### config.mk
export PLATFORM = sky130hd
export DESIGN_NAME = tbdec_unit
export DESIGN_NICKNAME = d
export VERILOG_FILES = /design/src/rtl/tbdec_pkg.sv /design/src/rtl/tbdec_halfcnt.sv /design/src/rtl/tbdec_decr.sv /design/src/rtl/tbdec_unit.sv
export SDC_FILE = /design/constraint.sdc
export NUM_CORES = 1
export LEC_CHECK = 0
export ABC_AREA = 0
export BUFFER_PORTS_ARGS = -buffer_cell sky130_fd_sc_hd__buf_2
export CAP_MARGIN = 20
export CELL_PAD_IN_SITES_DETAIL_PLACEMENT = 1
export CELL_PAD_IN_SITES_GLOBAL_PLACEMENT = 1
export CORE_ASPECT_RATIO = 0.8
export CORE_MARGIN = 5
export CORE_UTILIZATION = 42
export DETAILED_ROUTE_END_ITERATION = 6
export PLACE_DENSITY_LB_ADDON = 0.1
export RECOVER_POWER = 25
export SLEW_MARGIN = 20
export SYNTH_ARGS = -nofsm -noshare
export SYNTH_HDL_FRONTEND = slang
export SYNTH_SLANG_ARGS = --single-unit
### constraint.sdc
create_clock -name clk -period 2.4 [get_ports clk]
set_input_delay 0.24 -clock clk [delete_from_list [all_inputs] [get_ports clk]]
set_output_delay 0.24 -clock clk [all_outputs]
set_load 0.05 [all_outputs]
### src/rtl/tbdec_pkg.sv
`timescale 1ns/1ps
package tbdec_pkg;
    localparam int unsigned SEL_W = 4;

    typedef enum logic [SEL_W-1:0] {
        SEL_TB_LO   = 4'd0,
        SEL_TB_HI   = 4'd1,
        SEL_ATB_LO  = 4'd2,
        SEL_ATB_HI  = 4'd3,
        SEL_DEC     = 4'd4,
        SEL_HDEC    = 4'd5,
        SEL_CLKVIEW = 4'd6,
        SEL_UTIL_LO = 4'd7,
        SEL_UTIL_HI = 4'd8
    } reg_sel_e;

    localparam logic [31:0] CLKVIEW_MASK = 32'h3FFF_FF80;
endpackage

### src/rtl/tbdec_halfcnt.sv
`timescale 1ns/1ps
// Up counter whose two halves are written separately.
module tbdec_halfcnt #(
    parameter int unsigned W = 64
) (
    input  logic           clk,
    input  logic           rst_n,
    input  logic           adv,
    input  logic           clr,
    input  logic           wr_lo,
    input  logic           wr_hi,
    input  logic [W/2-1:0] wdata,
    output logic [W-1:0]   value
);
    localparam int unsigned H = W / 2;

    typedef struct packed {
        logic [W-1:0] cnt;
    } state_t;

    state_t st_d, st_q;

    always_comb begin
        st_d = st_q;
        if (clr) begin
            st_d.cnt = '0;
        end else if (wr_lo) begin
            st_d.cnt = {st_q.cnt[W-1:H], wdata};
        end else if (wr_hi) begin
            st_d.cnt = {wdata, st_q.cnt[H-1:0]};
        end else if (adv) begin
            st_d.cnt = st_q.cnt + 1'b1;
        end
    end

    always_ff @(posedge clk) begin
        if (!rst_n) st_q <= '0;
        else        st_q <= st_d;
    end

    assign value = st_q.cnt;
endmodule

### src/rtl/tbdec_decr.sv
`timescale 1ns/1ps
// Down counter with sticky exception request.
module tbdec_decr #(
    parameter int unsigned W = 32
) (
    input  logic         clk,
    input  logic         rst_n,
    input  logic         adv,
    input  logic         reload,
    input  logic         wr,
    input  logic [W-1:0] wdata,
    input  logic         ack,
    output logic [W-1:0] value,
    output logic         irq
);
    typedef struct packed {
        logic [W-1:0] cnt;
        logic         irq;
    } state_t;

    state_t st_d, st_q;
    logic   raise;

    always_comb begin
        st_d  = st_q;
        raise = 1'b0;
        if (reload) begin
            st_d.cnt = '1;
        end else if (wr) begin
            st_d.cnt = wdata;
            raise    = wdata[W-1] && !st_q.cnt[W-1];
        end else if (adv) begin
            st_d.cnt = st_q.cnt - 1'b1;
            raise    = (st_q.cnt == '0);
        end
        if (raise)    st_d.irq = 1'b1;
        else if (ack) st_d.irq = 1'b0;
    end

    always_ff @(posedge clk) begin
        if (!rst_n) begin
            st_q.cnt <= '1;
            st_q.irq <= 1'b0;
        end else begin
            st_q <= st_d;
        end
    end

    assign value = st_q.cnt;
    assign irq   = st_q.irq;
endmodule

### src/rtl/tbdec_unit.sv
`timescale 1ns/1ps
module tbdec_unit
    import tbdec_pkg::*;
#(
    parameter int unsigned TB_W    = 64,
    parameter bit          HDEC_EN = 1'b1
) (
    input  logic                clk,
    input  logic                rst_n,
    input  logic                tick_en,
    input  logic                run_en,
    input  logic                reinit,
    input  logic                wr_en,
    input  logic [SEL_W-1:0]    wr_sel,
    input  logic [TB_W/2-1:0]   wr_data,
    input  logic [SEL_W-1:0]    rd_sel,
    output logic [TB_W/2-1:0]   rd_data,
    input  logic                dec_ack,
    input  logic                hdec_ack,
    output logic                dec_irq,
    output logic                hdec_irq
);
    localparam int unsigned HW = TB_W / 2;

    logic            adv;
    logic [TB_W-1:0] tb_val, atb_val, util_val;
    logic [HW-1:0]   dec_val, hdec_val;
    logic [HW-1:0]   tb_wdata;
    logic            tb_wr_lo, tb_wr_hi, atb_wr_lo, atb_wr_hi;
    logic            dec_wr, hdec_wr;

    assign adv = tick_en && run_en;

    always_comb begin
        tb_wr_lo  = wr_en && (wr_sel == SEL_TB_LO || wr_sel == SEL_CLKVIEW);
        tb_wr_hi  = wr_en && (wr_sel == SEL_TB_HI);
        atb_wr_lo = wr_en && (wr_sel == SEL_ATB_LO);
        atb_wr_hi = wr_en && (wr_sel == SEL_ATB_HI);
        dec_wr    = wr_en && (wr_sel == SEL_DEC);
        hdec_wr   = wr_en && (wr_sel == SEL_HDEC);
        tb_wdata  = (wr_sel == SEL_CLKVIEW) ? (wr_data & CLKVIEW_MASK[HW-1:0]) : wr_data;
    end

    tbdec_halfcnt #(.W(TB_W)) u_tb (
        .clk(clk), .rst_n(rst_n), .adv(adv), .clr(1'b0),
        .wr_lo(tb_wr_lo), .wr_hi(tb_wr_hi), .wdata(tb_wdata), .value(tb_val)
    );

    tbdec_halfcnt #(.W(TB_W)) u_atb (
        .clk(clk), .rst_n(rst_n), .adv(adv), .clr(1'b0),
        .wr_lo(atb_wr_lo), .wr_hi(atb_wr_hi), .wdata(wr_data), .value(atb_val)
    );

    tbdec_halfcnt #(.W(TB_W)) u_util (
        .clk(clk), .rst_n(rst_n), .adv(adv), .clr(reinit),
        .wr_lo(1'b0), .wr_hi(1'b0), .wdata('0), .value(util_val)
    );

    tbdec_decr #(.W(HW)) u_dec (
        .clk(clk), .rst_n(rst_n), .adv(adv), .reload(reinit),
        .wr(dec_wr), .wdata(wr_data), .ack(dec_ack),
        .value(dec_val), .irq(dec_irq)
    );

    generate
        if (HDEC_EN) begin : g_hdec
            tbdec_decr #(.W(HW)) u_hdec (
                .clk(clk), .rst_n(rst_n), .adv(adv), .reload(reinit),
                .wr(hdec_wr), .wdata(wr_data), .ack(hdec_ack),
                .value(hdec_val), .irq(hdec_irq)
            );
        end else begin : g_no_hdec
            assign hdec_val = '0;
            assign hdec_irq = 1'b0;
        end
    endgenerate

    always_comb begin
        rd_data = '0;
        case (rd_sel)
            SEL_TB_LO:   rd_data = tb_val[HW-1:0];
            SEL_TB_HI:   rd_data = tb_val[TB_W-1:HW];
            SEL_ATB_LO:  rd_data = atb_val[HW-1:0];
            SEL_ATB_HI:  rd_data = atb_val[TB_W-1:HW];
            SEL_DEC:     rd_data = dec_val;
            SEL_HDEC:    rd_data = hdec_val;
            SEL_CLKVIEW: rd_data = tb_val[HW-1:0] & CLKVIEW_MASK[HW-1:0];
            SEL_UTIL_LO: rd_data = util_val[HW-1:0];
            SEL_UTIL_HI: rd_data = util_val[TB_W-1:HW];
            default:     rd_data = '0;
        endcase
    end
endmodule

==> summary.txt <==
Status
  • Status: finished, violations left
  • Failing checks: design-rule violations, max-capacitance violations, max-slew violations, negative setup slack

Power
  • Peak VDD IR: 0.480 mV
  • P_leak: 7.13 nW
  • Comb pwr share: 0.117
  • Reg power frac: 0.422
  • Clock share of power: 0.461
  • Cell-internal power: 0.00763 W
  • Sw frac: 0.282
  • P_sw: 0.00300 W
  • Power Density: 537 nW/um^2

Worst setup path
  • Startpoint types: register
  • Crit path max fanout: 4
  • Arrival @ worst endpoint: 2860 ps
  • Worst Setup End Kind: register
  • CP Class: reg2reg
  • Required time of the critical path: 2840 ps

Route
  • 1st-pass router iterations: 7
  • Via/cell ratio: 6.73
  • DRT antenna net count: 0
  • Vias: 18800
  • Routed WL per cell: 30.4 microns
  • # DRC: 4
  • DRT iter0 DRCs: 2343
  • Final WL: 84900 microns

STA
  • Slew Viols, Final: 71
  • Final Critical Period: 2420 ps
  • Hold Violations, Final: 0
  • RSZ-0062 raised after global routing: true
  • Slew headroom: -0.179
  • Setup TNS: -22.2 ps
  • Measured slew at the worst slew-check pin: 1770 ps
  • Final setup fails: 1
  • Fmax achieved: 413 MHz
  • Setup WS post-layout: -22.2 ps
  • Worst clock skew: 16.8 ps
  • Final period util: 1.01

Cells and area
  • Post-layout util: 0.549
  • Fin cells: 2789
  • Share of layout cells above drive strength 1: 0.231
  • Commonest cells after routing, fill and taps aside: buf_4 (276), dfxtp_1 (249), nor2_1 (212), nand2_1 (179), o21ai_0 (129)
  • Area delta synth->final: 28.6%
  • Final nets: 2337
  • Commonest non-fill, non-tap cell in the layout: buf_4

Clock tree
  • Root buf cell: clkbuf_16
  • Clock latency on the worst-skew pair: 590 ps
  • CTS Buf Count: 30
  • CTS sink cnt: 258
  • Clock buffer depth: 3
  • Worst-path clk slew: 60 ps
  • CTS tree: done
  • H-Tree Level Count: 1

Synthesis
  • Async SR Flop Fraction: 0
  • Synth Instances: 1986
  • Number of flops mapped to enable cells by yosys: 0
  • Seq/Total Area, Yosys: 0.336
  • Synth unique cells: 76
  • #FFs+latches synth: 258
  • Top_reg_cell synth: dfxtp_1
  • Syn avg cell area: 7.75 sq um
  • Syn nets: 2039
  • Synth Cell Area: 15400 sq um
  • Synth warn: 0

Place
  • # placed instances: 2722
  • IO Port Bufs: 81
  • Post-Place Setup Slack: -73.0 ps
  • HPWL Detailed: 63800 microns
  • RePlAce Congestion: 0.999

GRT
  • Number of global-route vias before repair: 18500
  • Initial antenna violation count: 3
  • Total gr overflow: 0
  • Largest net degree at the start of global routing: 71
  • First-pass GRT wire length: 124000 microns
  • GRT Util Overall: 0.400

Die
  • Total core area: 36100 sq um
  • Die width: 224 microns
  • Starting Density: 0.427
  • # rows: 62
  • Full die area: 40600 sq um
  • Die height: 181 microns
  • Num ports: 82

Run
  • Max-Cap Viols: 1

Min path
  • HP Class: in2reg
-- area by class of cell --
type                    count  area (sq um)
clock buffers              48           940
flip-flops and latches    258          5180
multi-input cells        1578          9950
diodes                      1          2.50
clock inverters             8          90.1
inverters                  21          78.8
well taps                 480           601
fillers                  4465         16300
repair buffers            395          2950
-- through the flow --
stage | area, sq um | total power (W) | hold slack (ps)
6_report | 19800 | 0.0106 | 46.3
5_1_grt | 19800 | 0.0109 | 55.7
4_1_cts | 19600 | 0.0106 | 34.0
3_5_place_dp | 18600 | 0.00577 | 511
3_3_place_gp | 18600 | 0.00574 | 500
2_1_floorplan | 15500 | 0.00511 | 363
-- flip-flops by register name, summed over array words and instances, names as in the netlist --
name                 cells
g_hdec.u_hdec.irq        1
u_dec.irq                1
u_dec.value             32
u_tb.value              64
g_hdec.u_hdec.value     32
u_util.value            64
u_atb.value             64
-- synth_stat cells, types with 39 or more instances --
library cell / count / share of area
clkbuf_1: 107 / 0.026
nand3_1: 118 / 0.038
a21oi_1: 102 / 0.033
nor2_1: 217 / 0.053
xor2_1: 99 / 0.056
nand2_1: 180 / 0.044
xnor2_1: 57 / 0.032
and3_1: 39 / 0.016
nor4_1: 46 / 0.019
nor3_1: 75 / 0.024
nand4_1: 68 / 0.028
dfxtp_1: 258 / 0.34
a22o_1: 46 / 0.026
o21ai_0: 129 / 0.042
-- worst max-delay path, cell delays in order, from the launching register on --
cell and delay, ps:
dfxtp_1 310, or4_4 550, or4_4 540, or3_4 430, nor3_4 210, xnor2_2 150, o211ai_2 90
-- worst paths after layout --
path	endpoint	slack, ps	startpoint	cells past startpoint
hold reg to reg	u_util.value[58]	520	u_util.value[58]	2
setup / recovery	u_dec.value[29]	-20	u_dec.value[20]	6
hold / removal	g_hdec.u_hdec.irq	50	hdec_ack	4
setup reg to reg	u_dec.value[29]	-20	u_dec.value[20]	6
-- power groups by stage --
stage	Combinational, W	Sequential, W	Clock [W]
finish	0.00124	0.00449	0.00490
global placement	0.00117	0.00457	0
global route	0.00128	0.00449	0.00508
floorplan	0.000560	0.00455	0
CTS	0.00121	0.00448	0.00490
detailed placement	0.00120	0.00457	0
-- logic make-up (layout without fill, tap and decap cells) --
family / after synthesis / in the layout / synth area share
compound gates: 501 / 501 / 0.220
mux: 9 / 9 / 0.00626
flops: 258 / 258 / 0.336
fa+ha+maj: 5 / 5 / 0.00406
buf+inv: 150 / 472 / 0.0380
other cells: 0 / 1 / 0
xor+xnor: 156 / 156 / 0.0888
simple gates: 907 / 907 / 0.307
-- routing by layer --
| metal | wire (microns) | part of all wire | up-vias | global-route usage |
|---|---|---|---|---|
| li1 | - | - | 8063 | - |
| met4 | 4720 | 0.056 | 2 | 0.176 |
| met2 | 35500 | 0.42 | 1068 | 0.595 |
| met3 | 10400 | 0.12 | 295 | 0.124 |
| met1 | 34300 | 0.40 | 9347 | 0.533 |
| met5 | 8 | 0.000094 | - | 0 |
-- timing repair --
item | in CTS | in global routing
resized for setup | 9 | 45
pin swaps | 2 | 17
buffers inserted | 3 | 7
hold buffers | 0 | 0
endpoints found under the setup margin | 20 | 50
Note: power is estimated with default switching activity, not from simulation.
